File: src/rtl/lockq_pkg.sv
package lockq_pkg;

  typedef enum logic {
    ST_UNLOCKED = 1'b0,
    ST_LOCKED   = 1'b1
  } lock_state_t;

  localparam logic [1:0] STATUS_LOCKED   = 2'b01;
  localparam logic [1:0] STATUS_UNLOCKED = 2'b00;

  // Non-linear run-length map shared by both directions.
  function automatic logic [31:0] code_lines(input logic [2:0] code);
    logic [31:0] n;
    case (code)
      3'd0:    n = 32'd1;
      3'd1:    n = 32'd2;
      3'd2:    n = 32'd5;
      3'd3:    n = 32'd10;
      3'd4:    n = 32'd100;
      3'd5:    n = 32'd500;
      3'd6:    n = 32'd1000;
      default: n = 32'd100000;
    endcase
    return n;
  endfunction

endpackage

File: src/rtl/lockq_cond.sv
module lockq_cond (
  input  logic fast_lock,
  input  logic slow_lock,
  input  logic subc_lock,
  input  logic src_sel,
  input  logic subc_en,
  output logic cond
);
  logic raw_lock;

  always_comb begin
    raw_lock = src_sel ? fast_lock : slow_lock;
    cond     = raw_lock & (subc_lock | ~subc_en);
  end
endmodule

File: src/rtl/lockq_thresh.sv
module lockq_thresh
  import lockq_pkg::*;
#(
  parameter int CNT_W = 17
) (
  input  logic [2:0]       code,
  output logic [CNT_W-1:0] lines
);
  logic [31:0] full;

  always_comb begin
    full  = code_lines(code);
    lines = full[CNT_W-1:0];
  end
endmodule

File: src/rtl/lockq_hyst.sv
module lockq_hyst
  import lockq_pkg::*;
#(
  parameter int CNT_W = 17
) (
  input  logic             clk,
  input  logic             rst_n,
  input  logic             line_stb,
  input  logic             cond,
  input  logic [CNT_W-1:0] need_in,
  input  logic [CNT_W-1:0] need_out,
  output logic             locked,
  output logic [1:0]       status
);
  lock_state_t      state_q;
  logic [CNT_W-1:0] run_q;
  logic [CNT_W-1:0] run_nxt;
  logic             in_run;
  logic [CNT_W-1:0] need;

  always_comb begin
    run_nxt = run_q + 1'b1;
    // In-run means the line moves toward the opposite state.
    in_run  = (state_q == ST_UNLOCKED) ? cond : ~cond;
    need    = (state_q == ST_UNLOCKED) ? need_in : need_out;
  end

  always_ff @(posedge clk) begin
    if (!rst_n) begin
      state_q <= ST_UNLOCKED;
      run_q   <= '0;
      status  <= STATUS_UNLOCKED;
    end else if (line_stb) begin
      if (!in_run) begin
        run_q <= '0;
      end else if (run_nxt >= need) begin
        run_q <= '0;
        if (state_q == ST_UNLOCKED) begin
          state_q <= ST_LOCKED;
          status  <= STATUS_LOCKED;
        end else begin
          state_q <= ST_UNLOCKED;
          status  <= STATUS_UNLOCKED;
        end
      end else begin
        run_q <= run_nxt;
      end
    end
  end

  assign locked = (state_q == ST_LOCKED);
endmodule

File: src/rtl/line_lock_qual.sv
module line_lock_qual #(
  parameter int CNT_W = 17
) (
  input  logic       clk,
  input  logic       rst_n,
  input  logic       line_stb,
  input  logic       fast_lock,
  input  logic       slow_lock,
  input  logic       subc_lock,
  input  logic       src_sel,
  input  logic       subc_en,
  input  logic [2:0] enter_code,
  input  logic [2:0] leave_code,
  output logic       locked,
  output logic [1:0] lock_status
);
  logic             cond_w;
  logic [CNT_W-1:0] need_in_w;
  logic [CNT_W-1:0] need_out_w;

  lockq_cond cond_i (
    .fast_lock (fast_lock),
    .slow_lock (slow_lock),
    .subc_lock (subc_lock),
    .src_sel   (src_sel),
    .subc_en   (subc_en),
    .cond      (cond_w)
  );

  lockq_thresh #(.CNT_W(CNT_W)) th_in_i (
    .code  (enter_code),
    .lines (need_in_w)
  );

  lockq_thresh #(.CNT_W(CNT_W)) th_out_i (
    .code  (leave_code),
    .lines (need_out_w)
  );

  lockq_hyst #(.CNT_W(CNT_W)) hyst_i (
    .clk      (clk),
    .rst_n    (rst_n),
    .line_stb (line_stb),
    .cond     (cond_w),
    .need_in  (need_in_w),
    .need_out (need_out_w),
    .locked   (locked),
    .status   (lock_status)
  );
endmodule

File: config.mk
export PLATFORM = sky130hd
export DESIGN_NAME = line_lock_qual
export DESIGN_NICKNAME = d
export VERILOG_FILES = /design/src/rtl/lockq_pkg.sv /design/src/rtl/lockq_cond.sv /design/src/rtl/lockq_thresh.sv /design/src/rtl/lockq_hyst.sv /design/src/rtl/line_lock_qual.sv
export SDC_FILE = /design/constraint.sdc
export NUM_CORES = 1
export LEC_CHECK = 0
export ABC_AREA = 1
export BUFFER_PORTS_ARGS = -buffer_cell sky130_fd_sc_hd__buf_2
export CAP_MARGIN = 20
export CORE_ASPECT_RATIO = 1.2
export CORE_UTILIZATION = 40
export DETAILED_ROUTE_END_ITERATION = 16
export SLEW_MARGIN = 40
export SYNTH_ARGS = -nofsm -noshare
export SYNTH_HDL_FRONTEND = slang
export SYNTH_HIERARCHICAL = 1
export SYNTH_SLANG_ARGS = --single-unit
File: constraint.sdc
create_clock -name clk -period 2.3 [get_ports clk]
set_clock_uncertainty 0.2 [all_clocks]
set_input_delay 0.115 -clock clk [delete_from_list [all_inputs] [get_ports clk]]
set_output_delay 0.115 -clock clk [all_outputs]
set_load 0.05 [all_outputs]
# After elaboration in Yosys (flattened, before gate mapping)

Cells that the tools add are included.

Register bits: 20
Bits of input ports: 14
Output and inout port bits: 3
Logic and storage cells: 33

$add $sub $neg: 1
Magnitude comparators: 1
Equal/unequal tests: 12
Mux-type cells: 9
Bitwise gates (word level): 4
Reductions and logical operators: 3

Operators by type and width:

| cell                    | count |
|---|---|
| $pmux W17 S7            | 2 |
| $mux W17                | 3 |
| $eq A3 B3 Y1 const B    | 6 |
| $add A17 B1 Y17 const B | 1 |
| $ge A17 B17 Y1          | 1 |
| $eq A3 B2 Y1 const B    | 4 |
| $eq A3 B1 Y1 const B    | 2 |
| $logic_not A3 Y1        | 2 |
| $mux W1                 | 4 |
| $reduce_and A3 Y1       | 1 |
| $not A1 Y1              | 2 |
| $and A1 B1 Y1           | 1 |
| $or A1 B1 Y1            | 1 |

# Logic depth before layout (Yosys ltp)

Gate-level depths: netlist of the first run.

Word-level depth: 6
Mapped depth: 20
Depth with buffers taken out: 20

# By module

The synthesis of the first run kept the hierarchy.

Modules (own cells, without submodules):

| module       | instances | cells each | area each (um^2) | sequential area each (um^2) |
|---|---|---|---|---|
| lockq_hyst   | 1         | 264        | 1814.2           | 360.3 |
| lockq_thresh | 2         | 28         | 133.9            | 0.0 |
| lockq_cond   | 1         | 7          | 31.3             | 0.0 |

# Worst setup path after synthesis of the first run

OpenSTA, ideal clock, no wires.

Kind: reg-to-reg
From: register, netlist name hyst_i/status[0]
To: register hyst_i.run_q[2]
Library setup time: 0.071 ns
Arrival: 2.386 ns
Data required time: 2.029 ns
Setup slack: -0.357 ns
Cell stages (with the launch flop): 12
Buffers on the path: 3
Clock period less this slack: 2.657 ns
Path through: dfxtp_1 -> buf_6 -> buf_2 -> mux2i_1 -> ha_1 -> a21o_1 -> nor2_1 -> nand2_1 -> nor2_4 -> buf_6 -> nand4_1 -> a21oi_1

RTL lines:

| what                   | RTL line         | text |
|---|---|---|
| end signal: assignment | lockq_hyst.sv:46 | `run_q <= run_nxt;` |
| end: declaration       | lockq_hyst.sv:16 | `logic [CNT_W-1:0] run_q;` |

# Worst setup path after layout of the first run

From: register hyst_i.run_q[0]
To: register hyst_i.run_q[16]

Cells in the longest elaborated chain, start to end: 4

Ends and longest elaborated chain:

| what              | RTL line         | text |
|---|---|---|
| $add A17 B1 Y17 * | lockq_hyst.sv:22 | `run_nxt = run_q + 1'b1;` |
| $ge A17 B17 Y1    | lockq_hyst.sv:36 | `end else if (run_nxt >= need) begin` |
| $mux W17 *        | lockq_hyst.sv:36 |  |
| $mux W17 *        | lockq_hyst.sv:34 | `if (!in_run) begin` |

Mark *: on every way between the ends. The rest lies on a longest branch, timed or not.
A chain may end at the register's enable or synchronous reset.

==> results of run 1 <==
metal layers:
metal  vias up  global-route usage [%]
met5         -                       0
met2        53                   35.39
met4         0                   4.375
met3         8                   1.250
met1       976                   26.31
li1       1119                       -
cell usage in the layout (no fill, tap or decap), types with 2 or more instances in the layout:
cell type	synthesis	final
sky130_fd_sc_hd__a21o_1	2	2
sky130_fd_sc_hd__a21oi_1	23	22
sky130_fd_sc_hd__a21oi_2	1	2
sky130_fd_sc_hd__buf_12	0	3
sky130_fd_sc_hd__buf_2	1	15
sky130_fd_sc_hd__buf_4	14	37
sky130_fd_sc_hd__clkbuf_8	1	4
sky130_fd_sc_hd__conb_1	3	9
sky130_fd_sc_hd__dfxtp_1	18	7
sky130_fd_sc_hd__dfxtp_2	0	8
sky130_fd_sc_hd__dfxtp_4	0	3
sky130_fd_sc_hd__dlygate4sd3_1	0	2
sky130_fd_sc_hd__ha_1	18	10
sky130_fd_sc_hd__ha_4	0	8
sky130_fd_sc_hd__inv_1	35	32
sky130_fd_sc_hd__inv_2	5	7
sky130_fd_sc_hd__mux2i_1	16	16
sky130_fd_sc_hd__nand2_1	84	69
sky130_fd_sc_hd__nand2_2	8	19
sky130_fd_sc_hd__nand2_4	1	5
sky130_fd_sc_hd__nand3_1	8	6
sky130_fd_sc_hd__nand3_2	2	2
sky130_fd_sc_hd__nand3_4	0	2
sky130_fd_sc_hd__nand3b_1	2	2
sky130_fd_sc_hd__nand4_1	18	18
sky130_fd_sc_hd__nor2_1	32	24
sky130_fd_sc_hd__nor2_2	6	10
sky130_fd_sc_hd__nor2_4	3	7
sky130_fd_sc_hd__o21ai_0	5	2
sky130_fd_sc_hd__o21ai_2	0	2
sky130_fd_sc_hd__or2_0	2	2
sky130_fd_sc_hd__xnor2_1	3	2
sky130_fd_sc_hd__xor2_1	4	4
cell families (layout without fill, tap and decap cells):
kind of cell,after synthesis,after routing
other cells,3,9
buf+inv,65,104
compound gates,32,32
fa+ha+maj,18,18
xor+xnor,7,7
flops,18,18
simple gates,167,167
mux,17,17
power groups by stage:
stage | Sequential, mW | Combinational, mW | Clock [mW]
after floorplan | 0.322 | 0.100 | 0
after global placement | 0.321 | 0.125 | 0
after detailed placement | 0.322 | 0.127 | 0
after CTS | 0.314 | 0.131 | 0.278
after global routing | 0.313 | 0.162 | 0.297
final | 0.313 | 0.143 | 0.270
worst max path at each step:
stage	start	end	slack, ns	cells past startpoint
after floorplan	hyst_i/run_q[1]	hyst_i/run_q[1]	-0.02	14
after global placement	hyst_i/run_q[1]	hyst_i/run_q[10]	-0.19	14
after detailed placement	hyst_i/run_q[0]	hyst_i/run_q[2]	-0.23	14
after CTS	hyst_i/run_q[0]	hyst_i/run_q[2]	-0.20	15
after global routing	hyst_i/run_q[12]	hyst_i/run_q[6]	-0.33	13
final	hyst_i/run_q[0]	hyst_i/run_q[16]	-0.16	16
cell type report:
type	instances	area share [%]
timing repair buffer	58	16.21
multi-input combinational	250	59.96
tap	60	2.657
inverter	42	5.713
sequential	18	13.51
clock buffer	4	1.949
what timing repair did:
| action | 4_1_cts | 5_1_grt |
|---|---|---|
| pin swaps | 4 | 23 |
| buffers inserted | 8 | 0 |
| hold buffers | 1 | 1 |
| gates cloned | 0 | 1 |
| gates resized for setup | 15 | 45 |
| endpoints found under the hold margin | 2 | 1 |
| setup endpoints to repair | 18 | 18 |
sequential cells by signal, indices dropped and copies added (netlist names):
| name | cells |
|---|---|
| hyst_i/status | 1 |
| hyst_i/run_q | 17 |
worst reg2reg max path, cell delays in order (launching register included):
cell                      delay, ns
sky130_fd_sc_hd__dfxtp_4       0.37
sky130_fd_sc_hd__ha_4          0.17
sky130_fd_sc_hd__nand2_4       0.06
sky130_fd_sc_hd__nor2_4        0.10
sky130_fd_sc_hd__nand2_4       0.10
sky130_fd_sc_hd__o21ai_2       0.14
sky130_fd_sc_hd__nand2_2       0.09
sky130_fd_sc_hd__buf_4         0.14
sky130_fd_sc_hd__buf_4         0.12
sky130_fd_sc_hd__buf_4         0.12
sky130_fd_sc_hd__buf_4         0.12
sky130_fd_sc_hd__buf_4         0.12
sky130_fd_sc_hd__buf_4         0.12
sky130_fd_sc_hd__buf_4         0.12
sky130_fd_sc_hd__buf_4         0.12
sky130_fd_sc_hd__nand4_1       0.07
sky130_fd_sc_hd__a21oi_1       0.07
==> impl_metrics.py, run 1 <==
metrics = {
    "logic_synthesis": {
        "synthesis.area_per_instance_um2": 6.463,
        "synthesis.instances": 327,
        "synth-main-ff-cell": "sky130_fd_sc_hd__dfxtp_1",
        "dominant_combinational_cell_family_by_area_after_synthesis": "simple AND/OR/NAND/NOR gates",
        "synth_edf_count": 0,
        "synth_compound_gate_area_share_pct": 8.111,
        "yosys-top-cells-count": "sky130_fd_sc_hd__nand2_1, sky130_fd_sc_hd__inv_1, sky130_fd_sc_hd__nor2_1",
        "synth.most_common_cell": "sky130_fd_sc_hd__nand2_1",
        "yosysTopAreaCellShare_pct": 17.05,
        "synth.lib_cells_used.distinct": 33,
        "synth.yosys.seq_area_share_pct": 17.05,
        "yosys.area_share.xor_xnor_pct": 2.901,
        "post_synth_main_area_contributors": "sky130_fd_sc_hd__dfxtp_1, sky130_fd_sc_hd__nand2_1, sky130_fd_sc_hd__ha_1, sky130_fd_sc_hd__mux2i_1, sky130_fd_sc_hd__inv_1",
        "mappedNetlistArea_um2": 2113,
        "yosys.area.top_type": "sky130_fd_sc_hd__dfxtp_1",
        "synth_seq_cells": 18,
        "synthSimpleGateAreaFrac_pct": 36.94,
        "yosys_warnings": 6,
        "synthAdderAreaFrac_pct": 10.66,
        "synth-async-reset-ratio_pct": 0,
        "yosys-mux-area-fraction_pct": 8.111,
    },
    "clocking": {
        "cts-root-buf": "sky130_fd_sc_hd__clkbuf_8",
        "clock_sink_count": 18,
        "cts_buffer_depth": 2,
        "clk-insertion-delay-late_ns": 0.26,
        "path_clk_slew_ns": 0.08,
        "clock_buffers_created_by_tritoncts": 3,
        "cts_tree": "done",
        "ctsHtreeMaxLevel": 1,
    },
    "outcome": {
        "outcome": "finished with violations",
        "violations_in_the_final_reports": "negative setup slack",
    },
    "setup_path": {
        "cp_cell_sequence": "ha_4 -> nand2_4 -> nor2_4 -> nand2_4 -> o21ai_2 -> nand2_2 -> buf_4 -> buf_4 -> buf_4 -> buf_4 -> buf_4 -> buf_4 -> buf_4 -> buf_4 -> nand4_1 -> a21oi_1",
        "cp.buffers_inverters": 8,
        "cpMaxStageDelayCell": "sky130_fd_sc_hd__dfxtp_4",
        "timing.rr.start": "hyst_i/run_q[0]",
        "critical-path-top-cell-by-count": "sky130_fd_sc_hd__buf_4",
        "worst-r2r-setup-slack_ns": -0.16,
        "critical_path.max_stage_delay_ns": 0.37,
        "timing_worst_setup_path_type": "reg2reg",
        "timing.critical_path.arrival_ns": 2.39,
        "path_delay_family": "buffers and inverters",
        "worst_setup_path_end_kind": "flop",
        "crit-reg2reg-capture": "hyst_i/run_q[16]",
        "r2r.worst_path.cells": 16,
        "startpoint_type": "flop",
        "critical_path_required_ns": 2.23,
        "cp_max_fo": 6,
    },
    "run": {
        "drv.max_cap_violation_count": 0,
    },
    "worst_hold_path": {
        "hp-class": "in2reg",
        "worstHoldPathCells": 7,
        "worst_hold_startpoint": "subc_en",
        "whs_endpoint": "hyst_i/status[0]",
    },
    "detailed_routing": {
        "detail_route.iter0.violations": 106,
        "average_wire_per_cell_in_the_routed_design_um": 12.37,
        "vias": 2156,
        "routed-wl-met2_mm": 2.729,
        "route.top_layer_used": "met4",
        "routed_wirelength_mm": 5.343,
        "detail_route.drc_violations": 0,
        "post_drt_via_cell_ratio": 4.991,
        "route.layer.met1.wl_mm": 2.382,
        "drtAntennaViolNets": 0,
        "wl_met3_um": 172,
        "drt-pass1-iter-count": 5,
    },
    "global_routing": {
        "grt_pass1_vias": 1934,
        "grt_first_pass_wirelength_mm": 8.562,
        "initial_antenna_violation_count": 0,
        "globalRouteTotalUtil_pct": 20.10,
        "globalRouteOverflowTotal": 0,
        "maximum_number_of_pins_on_one_net_before_global_route_repair": 18,
    },
    "timing": {
        "unrepaired_setup_endpoints_after_global_routing": "true",
        "hold_slack_ns": 0.1449,
        "timing.final.setup_violations": 18,
        "maxSlewViolCount": 0,
        "setup_slack_ns": -0.1594,
        "finalSetupTns_ns": -2.440,
        "slew-limit-headroom_pct": 61.70,
        "max_freq_ghz": 0.4066,
        "worst_slew_pin_slew_ns": 0.5739,
        "finalHoldViolations": 0,
        "post-route-min-period_ns": 2.459,
        "final.period_utilization_pct": 106.9,
    },
    "place": {
        "dpl_worst_slack_ns": -0.2273,
        "detailed_place.area_um2": 2415,
        "place_congestion": 0.7871,
        "place.port_buffers": 15,
        "detailed_place_hpwl_mm": 3.830,
        "dpl.cell_count": 417,
    },
    "finish": {
        "antenna_diode_count": 0,
        "final_net_count": 405,
        "seqCellArea_um2": 381.6,
        "finish.utilization_pct": 56.39,
        "layout-drive-gt1-share_pct": 37.63,
        "areaGrowthSynthToFinish_pct": 33.69,
        "multi_input_comb_area_um2": 1694,
        "final_design_area_no_fill_um2": 2825,
        "fillers": 494,
        "final_cells": 432,
    },
    "power": {
        "swShare_pct": 28.75,
        "power_frac_comb_pct": 19.7,
        "power-per-cell-area_nw_per_um2": 256.9,
        "post-layout-total-power_mw": 0.7257,
        "switching_power_mw": 0.2086,
        "clock_power_share_pct": 37.2,
        "total_leakage_power_nw": 1.340,
        "seq_power_share_pct": 43.1,
        "maximum_vdd_drop_mv": 0.1513,
        "internal-power_mw": 0.5171,
    },
    "floorplanning": {
        "rows": 28,
        "fp.dieW_um": 68.35,
        "initial_core_util_pct": 42.18,
        "design.core.area_um2": 5010,
        "die_area_um2": 5579,
        "top_level_ports": 17,
        "floorplan.die.height_um": 81.62,
    },
}
No activity file was read; power rests on OpenSTA's default activity.
==> run 2, diff against run 1 <==
--- a/config.mk
+++ b/config.mk
@@ -9,7 +9,7 @@
 export BUFFER_PORTS_ARGS = -buffer_cell sky130_fd_sc_hd__buf_2
 export CAP_MARGIN = 20
 export CORE_ASPECT_RATIO = 1.2
-export CORE_UTILIZATION = 40
+export CORE_UTILIZATION = 30
 export DETAILED_ROUTE_END_ITERATION = 16
 export SLEW_MARGIN = 40
 export SYNTH_ARGS = -nofsm -noshare
==> impl_metrics.py, run 2 (synthesized netlist as in run 1, its figures left out) <==
metrics = {
    "outcome": {
        "outcome": "finished with violations",
        "violations_in_the_final_reports": "negative setup slack",
    },
    "power": {
        "power-per-cell-area_nw_per_um2": 263.8,
        "total_leakage_power_nw": 1.262,
        "maximum_vdd_drop_mv": 0.1786,
        "post-layout-total-power_mw": 0.7091,
    },
    "detailed_routing": {
        "post_drt_via_cell_ratio": 4.607,
        "detail_route.drc_violations": 0,
        "vias": 2087,
        "drtAntennaViolNets": 0,
        "routed_wirelength_mm": 4.934,
        "detail_route.iter0.violations": 84,
        "average_wire_per_cell_in_the_routed_design_um": 10.89,
        "drt-pass1-iter-count": 4,
    },
    "timing": {
        "finalHoldViolations": 0,
        "timing.final.setup_violations": 18,
        "post-route-min-period_ns": 2.586,
        "final.period_utilization_pct": 112.5,
        "finalSetupTns_ns": -4.387,
        "unrepaired_setup_endpoints_after_global_routing": "true",
        "worst_slew_pin_slew_ns": 0.5493,
        "maxSlewViolCount": 0,
        "setup_slack_ns": -0.2864,
        "max_freq_ghz": 0.3866,
        "slew-limit-headroom_pct": 63.16,
    },
    "global_routing": {
        "maximum_number_of_pins_on_one_net_before_global_route_repair": 18,
        "initial_antenna_violation_count": 0,
        "grt_first_pass_wirelength_mm": 8.473,
        "grt_pass1_vias": 1982,
        "globalRouteOverflowTotal": 0,
        "globalRouteTotalUtil_pct": 14.36,
    },
    "place": {
        "dpl.cell_count": 444,
        "place_congestion": 0.8054,
        "dpl_worst_slack_ns": -0.2086,
        "place.port_buffers": 15,
        "detailed_place_hpwl_mm": 3.892,
    },
    "finish": {
        "mostFrequentLayoutCell": "sky130_fd_sc_hd__nand2_1",
        "layout_common_cells": "sky130_fd_sc_hd__nand2_1, sky130_fd_sc_hd__inv_1, sky130_fd_sc_hd__buf_4",
        "final_net_count": 399,
        "antenna_diode_count": 0,
        "reg_top3": "hyst_i/run_q: 17 flops, hyst_i/status: 1 flops",
        "largest-register": "hyst_i/run_q",
        "areaGrowthSynthToFinish_pct": 27.18,
        "largest_reg_flops": 17,
        "layout-drive-gt1-share_pct": 30.87,
        "final_cells": 453,
    },
    "clocking": {
        "cts_tree": "done",
        "cts-root-buf": "sky130_fd_sc_hd__clkbuf_8",
        "clock_sink_count": 18,
        "cts_buffer_depth": 2,
        "clock_buffers_created_by_tritoncts": 3,
        "clk-insertion-delay-late_ns": 0.25,
        "ctsHtreeMaxLevel": 1,
        "path_clk_slew_ns": 0.07,
    },
    "floorplanning": {
        "fp.dieW_um": 78.62,
        "die_area_um2": 7385,
        "design.core.area_um2": 6813,
        "initial_core_util_pct": 31.02,
        "rows": 33,
        "floorplan.die.height_um": 93.94,
        "top_level_ports": 17,
    },
    "setup_path": {
        "worstSetupStartpoint": "hyst_i/run_q[0]",
        "startpoint_type": "flop",
        "crit-reg2reg-capture": "hyst_i/run_q[10]",
        "timing.critical_path.arrival_ns": 2.56,
        "timing_worst_setup_path_type": "reg2reg",
        "timing.rr.start": "hyst_i/run_q[0]",
        "cp_max_fo": 6,
        "critical_path_required_ns": 2.28,
        "worst_setup_path_end_kind": "flop",
        "worst-r2r-setup-slack_ns": -0.29,
        "r2r.worst_path.cells": 17,
    },
    "worst_hold_path": {
        "worst_hold_startpoint": "subc_en",
        "worstHoldPathCells": 7,
        "hp-class": "in2reg",
        "whs_endpoint": "hyst_i/status[0]",
    },
    "run": {
        "drv.max_cap_violation_count": 0,
    },
}
-- run 2: changes by cell type in the layout (fill, tap and decap cells not counted), moves of 3 or more --
cell and delta:
sky130_fd_sc_hd__nand2_4 -4, sky130_fd_sc_hd__dfxtp_2 -4, sky130_fd_sc_hd__dfxtp_1 +5, sky130_fd_sc_hd__nor2_1 +4, sky130_fd_sc_hd__ha_1 +4, sky130_fd_sc_hd__buf_4 -7
sky130_fd_sc_hd__nand2_1 +6, sky130_fd_sc_hd__ha_4 -4, sky130_fd_sc_hd__nor2_4 -3
-- run 2: layout make-up --
cell class                      count  area [um^2]
Clock buffer                        4        55.05
Inverter                           42        158.9
Multi-Input combinational cell    250         1567
Sequential cell                    18        372.9
Fill cell                         714         4125
Tap cell                           87        108.9
Timing Repair Buffer               52        425.4
-- run 2: timing repair --
action	CTS	global route
resized for setup	12	16
pin swaps	10	18
endpoints found under the setup margin	18	18
hold endpoints to repair	1	0
hold buffers	2	0
setup buffers	1	1
cloned	0	1
-- run 2: worst max path at each step --
stage | end | slack, ns
2_1_floorplan | hyst_i/run_q[1] | -0.02
3_3_place_gp | hyst_i/run_q[10] | -0.16
3_5_place_dp | hyst_i/run_q[0] | -0.21
4_1_cts | hyst_i/run_q[1] | -0.18
5_1_grt | hyst_i/run_q[10] | -0.46
6_report | hyst_i/run_q[10] | -0.29
-- run 2: through the flow --
| step | instance area, um^2 | hold WS (ns) | utilization (%) |
|---|---|---|---|
| 2_1_floorplan | 2166 | 0.02606 | - |
| 3_3_place_gp | 2461 | 0.1541 | 36.12 |
| 3_5_place_dp | 2461 | 0.1571 | 36.12 |
| 4_1_cts | 2592 | 0.1499 | 38.05 |
| 5_1_grt | 2688 | 0.2664 | 39.45 |
| 6_report | 2688 | 0.1564 | 39.45 |
-- run 2: layer usage --
metal | wire length [um] | track usage, % | part of all wire (%)
met1 | 2205 | 16.45 | 45
met2 | 2588 | 27.97 | 52
met3 | 104 | 1.165 | 2.1
met4 | 36 | 3.704 | 0.73
met5 | 0 | 0 | 0
-- run 2: worst max-delay path, stage by stage (launching register included) --
cell and delay [ns]:
sky130_fd_sc_hd__dfxtp_4 0.37, sky130_fd_sc_hd__ha_4 0.15, sky130_fd_sc_hd__nand2_2 0.05, sky130_fd_sc_hd__nor2_2 0.09, sky130_fd_sc_hd__nand2_2 0.13, sky130_fd_sc_hd__o21ai_1 0.16, sky130_fd_sc_hd__nand2_1 0.11, sky130_fd_sc_hd__ha_4 0.26
sky130_fd_sc_hd__nand2_2 0.05, sky130_fd_sc_hd__nand2_2 0.05, sky130_fd_sc_hd__nand2_2 0.06, sky130_fd_sc_hd__nand2_1 0.04, sky130_fd_sc_hd__nand2_1 0.07, sky130_fd_sc_hd__nand2_2 0.06, sky130_fd_sc_hd__nor2_4 0.23, sky130_fd_sc_hd__clkbuf_16 0.19
sky130_fd_sc_hd__nand4_1 0.09, sky130_fd_sc_hd__a21oi_2 0.15
-- run 2: power breakdown --
part	switching [mW]	internal [mW]	leakage, nW
registers	0.00243	0.312	0.149
logic	0.0829	0.0514	1.08
clock network	0.108	0.152	0.0288
total	0.194	0.515	1.26
